## config.mk

```make
export PLATFORM = sky130hd
export DESIGN_NAME = acc_port_mode_ctrl
export DESIGN_NICKNAME = d
export VERILOG_FILES = /design/src/rtl/acc_pkg.sv /design/src/rtl/acc_sync.sv /design/src/rtl/acc_mode_decode.sv /design/src/rtl/acc_close_gate.sv /design/src/rtl/acc_path_fsm.sv /design/src/rtl/acc_port_mode_ctrl.sv
export SDC_FILE = /design/constraint.sdc
export NUM_CORES = 1
export LEC_CHECK = 0
export BUFFER_PORTS_ARGS = -buffer_cell sky130_fd_sc_hd__buf_2
export CAP_MARGIN = 30
export CORE_UTILIZATION = 40
export CTS_CLUSTER_DIAMETER = 100
export CTS_CLUSTER_SIZE = 16
export DETAILED_ROUTE_END_ITERATION = 16
export GPL_TIMING_DRIVEN = 0
export PLACE_DENSITY = 0.73
export SLEW_MARGIN = 30
export SYNTH_ARGS = -nofsm -noshare
export SYNTH_HDL_FRONTEND = slang
export SYNTH_HIERARCHICAL = 1
export SYNTH_SLANG_ARGS = --single-unit
```

## constraint.sdc

```tcl
create_clock -name clk -period 1.05 [get_ports clk]
set_clock_uncertainty 0.05 [all_clocks]
set_input_delay 0.0525 -clock clk [delete_from_list [all_inputs] [get_ports clk]]
set_output_delay 0.0525 -clock clk [all_outputs]
set_load 0.005 [all_outputs]
```

## src/rtl/acc_pkg.sv

```systemverilog
package acc_pkg;

  localparam int SEL_W     = 3;
  localparam int NUM_PATHS = 5;

  // bit positions of the path enable vector
  localparam int P_HOST1     = 0;
  localparam int P_HOST2     = 1;
  localparam int P_STEREO    = 2;
  localparam int P_MONO_MIC  = 3;
  localparam int P_STEREO_MV = 4;

  typedef enum logic [SEL_W-1:0] {
    MODE_OPEN      = 3'b000,
    MODE_HOST1     = 3'b001,
    MODE_HOST2     = 3'b010,
    MODE_STEREO    = 3'b011,
    MODE_MONO_MIC  = 3'b100,
    MODE_STEREO_MV = 3'b101,
    MODE_RESERVED  = 3'b110,
    MODE_DET_RESET = 3'b111
  } mode_e;

  typedef enum logic [1:0] {
    ST_IDLE   = 2'd0,
    ST_CLOSED = 2'd1,
    ST_BREAK  = 2'd2
  } path_state_e;

endpackage

```

## src/rtl/acc_sync.sv

```systemverilog
module acc_sync #(
  parameter int WIDTH  = 1,
  parameter int STAGES = 2
) (
  input  logic             clk,
  input  logic             rst_n,
  input  logic [WIDTH-1:0] d,
  output logic [WIDTH-1:0] q
);

  generate
    if (STAGES <= 1) begin : g_single
      logic [WIDTH-1:0] stg_q;
      always_ff @(posedge clk or negedge rst_n) begin
        if (!rst_n) stg_q <= '0;
        else        stg_q <= d;
      end
      assign q = stg_q;
    end else begin : g_chain
      logic [STAGES-1:0][WIDTH-1:0] stg_q;
      always_ff @(posedge clk or negedge rst_n) begin
        if (!rst_n) stg_q <= '0;
        else        stg_q <= {stg_q[STAGES-2:0], d};
      end
      assign q = stg_q[STAGES-1];
    end
  endgenerate

endmodule

```

## src/rtl/acc_mode_decode.sv

```systemverilog
module acc_mode_decode
  import acc_pkg::*;
(
  input  logic [SEL_W-1:0]     mode,
  output logic [NUM_PATHS-1:0] req,
  output logic                 is_open,
  output logic                 is_usb,
  output logic                 is_audio
);

  always_comb begin
    req      = '0;
    is_open  = 1'b0;
    is_usb   = 1'b0;
    is_audio = 1'b0;
    unique case (mode_e'(mode))
      MODE_OPEN:      is_open = 1'b1;
      MODE_HOST1:     begin req[P_HOST1]     = 1'b1; is_usb   = 1'b1; end
      MODE_HOST2:     begin req[P_HOST2]     = 1'b1; is_usb   = 1'b1; end
      MODE_STEREO:    begin req[P_STEREO]    = 1'b1; is_audio = 1'b1; end
      MODE_MONO_MIC:  begin req[P_MONO_MIC]  = 1'b1; is_audio = 1'b1; end
      MODE_STEREO_MV: begin req[P_STEREO_MV] = 1'b1; is_audio = 1'b1; end
      MODE_RESERVED:  req = '0;
      MODE_DET_RESET: req = '0;
      default:        req = '0;
    endcase
  end

endmodule

```

## src/rtl/acc_close_gate.sv

```systemverilog
module acc_close_gate (
  input  logic clk,
  input  logic rst_n,
  input  logic is_open,
  input  logic is_audio,
  input  logic vbus_ok,
  input  logic contact_ok,
  input  logic det_done,
  output logic holdoff,
  output logic ovr_q,
  output logic grant
);

  logic ovr_d;
  logic ovr_en;

  assign holdoff = vbus_ok & ~(contact_ok & det_done);

  // next-state: the all-open code clears, an audio code arms
  always_comb begin
    ovr_en = is_open | is_audio;
    ovr_d  = ovr_q;
    if (is_open)       ovr_d = 1'b0;
    else if (is_audio) ovr_d = 1'b1;
  end

  always_ff @(posedge clk or negedge rst_n) begin
    if (!rst_n)      ovr_q <= 1'b0;
    else if (ovr_en) ovr_q <= ovr_d;
  end

  assign grant = ~holdoff | is_audio | ovr_q;

endmodule

```

## src/rtl/acc_path_fsm.sv

```systemverilog
module acc_path_fsm
  import acc_pkg::*;
#(
  parameter int NPATH      = NUM_PATHS,
  parameter int GAP_CYCLES = 2
) (
  input  logic             clk,
  input  logic             rst_n,
  input  logic [NPATH-1:0] req,
  input  logic             grant,
  output logic [NPATH-1:0] path_en
);

  localparam int GAP   = (GAP_CYCLES < 1) ? 1 : GAP_CYCLES;
  localparam int CNT_W = (GAP < 2) ? 1 : $clog2(GAP);
  localparam logic [CNT_W-1:0] CNT_LAST = CNT_W'(GAP - 1);

  path_state_e      state_q, state_d;
  logic [NPATH-1:0] cur_q, cur_d;
  logic [CNT_W-1:0] cnt_q, cnt_d;
  logic             cnt_en;
  logic             want_close;

  assign want_close = (|req) & grant;

  always_comb begin
    state_d = state_q;
    cur_d   = cur_q;
    cnt_d   = cnt_q;
    cnt_en  = 1'b0;
    unique case (state_q)
      ST_IDLE: begin
        if (want_close) begin
          state_d = ST_CLOSED;
          cur_d   = req;
        end
      end
      ST_CLOSED: begin
        if (req != cur_q) begin
          state_d = ST_BREAK;
          cur_d   = '0;
          cnt_d   = '0;
          cnt_en  = 1'b1;
        end
      end
      ST_BREAK: begin
        if (cnt_q == CNT_LAST) begin
          if (want_close) begin
            state_d = ST_CLOSED;
            cur_d   = req;
          end else begin
            state_d = ST_IDLE;
          end
        end else begin
          cnt_d  = cnt_q + 1'b1;
          cnt_en = 1'b1;
        end
      end
      default: begin
        state_d = ST_IDLE;
        cur_d   = '0;
      end
    endcase
  end

  always_ff @(posedge clk or negedge rst_n) begin
    if (!rst_n) begin
      state_q <= ST_IDLE;
      cur_q   <= '0;
    end else begin
      state_q <= state_d;
      cur_q   <= cur_d;
    end
  end

  always_ff @(posedge clk or negedge rst_n) begin
    if (!rst_n)      cnt_q <= '0;
    else if (cnt_en) cnt_q <= cnt_d;
  end

  assign path_en = (state_q == ST_CLOSED) ? cur_q : '0;

endmodule

```

## src/rtl/acc_port_mode_ctrl.sv

```systemverilog
module acc_port_mode_ctrl
  import acc_pkg::*;
#(
  parameter int SYNC_STAGES = 2,
  parameter int GAP_CYCLES  = 2
) (
  input  logic                 clk,
  input  logic                 rst_n,
  input  logic [SEL_W-1:0]     sel,
  input  logic                 vbus_ok,
  input  logic                 contact_ok,
  input  logic                 det_done,
  output logic [NUM_PATHS-1:0] path_en,
  output logic                 term_l_en,
  output logic                 term_r_en
);

  localparam int IN_W = SEL_W + 3;

  logic [1:0]           rst_pipe_q;
  logic                 rst_sync_n;
  logic [IN_W-1:0]      in_raw, in_s;
  logic [SEL_W-1:0]     sel_s;
  logic                 vbus_s, contact_s, done_s;
  logic [NUM_PATHS-1:0] req;
  logic                 is_open, is_usb, is_audio;
  logic                 holdoff, ovr_q, grant;

  // reset: asserted at once, released on a clock edge
  always_ff @(posedge clk or negedge rst_n) begin
    if (!rst_n) rst_pipe_q <= 2'b00;
    else        rst_pipe_q <= {rst_pipe_q[0], 1'b1};
  end
  assign rst_sync_n = rst_pipe_q[1];

  assign in_raw = {sel, vbus_ok, contact_ok, det_done};

  acc_sync #(.WIDTH(IN_W), .STAGES(SYNC_STAGES)) u_sync (
    .clk   (clk),
    .rst_n (rst_sync_n),
    .d     (in_raw),
    .q     (in_s)
  );

  assign sel_s     = in_s[IN_W-1:3];
  assign vbus_s    = in_s[2];
  assign contact_s = in_s[1];
  assign done_s    = in_s[0];

  acc_mode_decode u_dec (
    .mode     (sel_s),
    .req      (req),
    .is_open  (is_open),
    .is_usb   (is_usb),
    .is_audio (is_audio)
  );

  acc_close_gate u_gate (
    .clk        (clk),
    .rst_n      (rst_sync_n),
    .is_open    (is_open),
    .is_audio   (is_audio),
    .vbus_ok    (vbus_s),
    .contact_ok (contact_s),
    .det_done   (done_s),
    .holdoff    (holdoff),
    .ovr_q      (ovr_q),
    .grant      (grant)
  );

  acc_path_fsm #(.NPATH(NUM_PATHS), .GAP_CYCLES(GAP_CYCLES)) u_fsm (
    .clk     (clk),
    .rst_n   (rst_sync_n),
    .req     (req),
    .grant   (grant),
    .path_en (path_en)
  );

  // discharge any audio line that is not routed
  assign term_l_en = ~(path_en[P_STEREO] | path_en[P_MONO_MIC] | path_en[P_STEREO_MV]);
  assign term_r_en = ~(path_en[P_STEREO] | path_en[P_STEREO_MV]);

  logic unused_usb;
  assign unused_usb = is_usb;

endmodule

```

==> results.md <==
- In the final design database the tool counted 137 nets.
- The final hold violation count is 0.
- IR analysis of the VDD net gives a maximum drop of 1492 uV.
- Dividing the detail-routed wire length by the instance count gives 11.35 um.
- The worst endpoint required time is 1200 ps.
- The pin count of the biggest net entering global routing is 22.
- The post-layout minimum cycle time is 2142 ps.
- Static timing analysis puts the maximum clock frequency at 466.8 MHz.
- The final layout contains routed wiring with a total length of 1737 um.
- Counting every net in the synthesized netlist gives 103.
- Of all nets on the critical path, the largest fanout is 5.
- The root cell of the clock tree is sky130_fd_sc_hd__clkbuf_4.
- The number of inserted diodes is 0.
- Across every metal layer, demand over resource in global routing totals 0.1439.
- The latest clock arrival within the worst-skew pair is 300 ps.
- Leaving out fill and tap cells, the most frequent cell in the layout is sky130_fd_sc_hd__dfrtp_1.
- In this run, placement finished with an instance count of 134.
- The final-report max-slew violation count came to 0.
- The cell row count is 18.
- Power spread over the standard cell area amounts to 1855 nW/um2.
- The post-synthesis instance area is 1084 um2.
- The checks that failed: setup timing.
- The initial utilization of the core area, before any placement, comes to 0.4296.
- The longest clock path from root to sink contains 2 buffers.
- The ratio of cells with drive above 1 in the final layout is 0.5041.
- The share of the clock period used by the worst path is 2.040.
- CTS built an H-tree with a depth of 1.
- Setup repair after global routing could not meet its margin everywhere.
- Once layout is complete, the utilization of the core stands at 0.5942.
- Input and output buffers added on the ports amount to 14.
- The weighted congestion reported at the end of routability-driven placement is 0.7879.
- The remaining design rule violation count is 0.
- The first global-routing pass estimated 2898 um of wire.
- The iteration-0 DRC count of the detailed router is 2.
- The routed via count is 723.
- Traced cell by cell, the critical path runs through buf_6 -> nand2b_4 -> nor2_4 -> or4_4 -> o21ai_4 -> nor2b_4 -> or3_4 -> mux2_4.
- Synthesis handed over a netlist of 90 instances.
- Once detailed placement completed, the half-perimeter wirelength came to 1117 um.
- The region available for standard cell placement spans 2522 um2.
- The slowest library cell on the worst path is sky130_fd_sc_hd__or4_4.
- The data arrival time of the worst path is 2290 ps.
- After layout, the design draws a total of 0.002781 W.
- The post-route cell area is 1499 um2.
- The total placed instance area is 1244 um2.
- Yosys printed 6 warnings.
- Clock tree synthesis inserted a total of 3 buffers.
- Global routing finished with a remaining overflow of 0.
- The element type at the critical path start is a register.
- The delay of the slowest cell on the worst path is 540 ps.
- The library cells used most frequently in the layout, excluding fill and tap cells, are sky130_fd_sc_hd__dfrtp_1 (21), sky130_fd_sc_hd__buf_6 (10), sky130_fd_sc_hd__buf_2 (9), sky130_fd_sc_hd__buf_4 (9), sky130_fd_sc_hd__dlygate4sd3_1 (8).
- The leakage power summed over all cells is 0.7095 nW.
- In the post-route analysis, the smallest setup slack over all paths is -1092 ps.
- The post-synthesis average cell area is 12.04 um2.
- In this run the remaining antenna-violating nets after routing total 0.
- The final count of negative-setup-slack endpoints is 15.
- The type of the worst setup path is reg2reg.
- The run finished, with violations left.
- The overall die height is 54.05 um.
- The die is 54.05 um wide.
- From synthesis to final layout, the design area changed by 38.34%.
- The via count of the first global-routing pass was 761.
- The detailed-router iteration count before antenna repair is 3.
- The final cell count without fillers is 153.
- The worst min-delay path class is reg2async.
- The die footprint is 2921 um2.
- TritonCTS built the clock tree.
- The worst setup path is captured at a register.
- Prior to clock tree synthesis, the placed netlist has a worst setup slack of -1173 ps.
- The top-level port count is 15.
- The number of clock sinks seen by CTS is 23.
- Using the TritonRoute via totals, the vias-per-cell ratio works out to 4.725.
- The max-cap violation count is 0.
- The number of antenna violations at the first check in global routing was 0.
- The register clock-pin slew on the reported worst setup and hold paths is 120 ps.
[area by class of cell]
class | instances | area (um2)
fillers | 208 | 1023
multi-input cells | 56 | 534.3
clock buffers | 4 | 26.28
inverters | 4 | 17.52
plain buffers | 6 | 56.30
flip-flops and latches | 23 | 578.1
well taps | 30 | 37.54
repair buffers | 30 | 249.0
[registers in the layout, summed over array words and instances, names as in the netlist]
register	cells
u_fsm/cnt_q	1
u_sync/q	6
u_sync/g_chain.stg_q	6
u_fsm/cur_q	5
u_fsm/state_q	2
u_gate/ovr_q	1
rst_pipe_q	2
[critical path: cells and delay by family (launching register included)]
kind                   cells  cell delay (ps)
flip-flops                 1              390
multiplexers               1              300
buffers and inverters      1              130
AO/OA/AOI/OAI              1              170
AND/OR/NAND/NOR            5              990
[routing by layer]
metal | vias up | part of all wire | global-route usage
li1 | 354 | - | -
met1 | 352 | 0.40 | 0.1321
met2 | 15 | 0.57 | 0.2901
met3 | 2 | 0.024 | 0.03390
met4 | 0 | 0.0069 | 0.06410
met5 | - | 0 | 0
[timing repair]
| action | CTS | global route |
|---|---|---|
| endpoints found under the hold margin | 8 | 0 |
| pin swaps | 5 | 7 |
| buffers inserted | 6 | 2 |
| gates resized for setup | 8 | 20 |
| endpoints found under the setup margin | 15 | 37 |
| hold buffers | 8 | 0 |
[worst paths after layout]
kind | from | endpoint | slack, ps | cells past startpoint
max in group asynchronous | rst_n | rst_pipe_q[1]$_DFF_PN0_ | 290 | 3
min reg2reg | rst_pipe_q[1]$_DFF_PN0_ | u_sync/g_chain.stg_q[3]$_DFF_PN0_ | 160 | 0
max | u_sync/q[5]$_DFF_PN0_ | u_fsm/cur_q[1]$_DFFE_PN0P_ | -1090 | 8
max reg2reg | u_sync/q[5]$_DFF_PN0_ | u_fsm/cur_q[1]$_DFFE_PN0P_ | -1090 | 8
min in group clk | u_sync/g_chain.stg_q[3]$_DFF_PN0_ | u_sync/q[3]$_DFF_PN0_ | 310 | 0
min | rst_pipe_q[1]$_DFF_PN0_ | u_sync/g_chain.stg_q[3]$_DFF_PN0_ | 160 | 0
[through the flow]
stage          setup TNS (ps)  hold slack (ps)
2_1_floorplan           -7229           -293.1
3_3_place_gp            -8319           -212.5
3_5_place_dp            -8953           -211.2
4_1_cts                -10200            317.5
5_1_grt                -11700            213.9
6_report               -10500            164.8
[power breakdown]
part	switching, W	leakage (nW)	internal, W
Combinational	0.000513	0.417	0.000717
Sequential	0.000130	0.277	0.00103
Clock	0.000243	0.0150	0.000148
(Power assumes the default switching activity.)
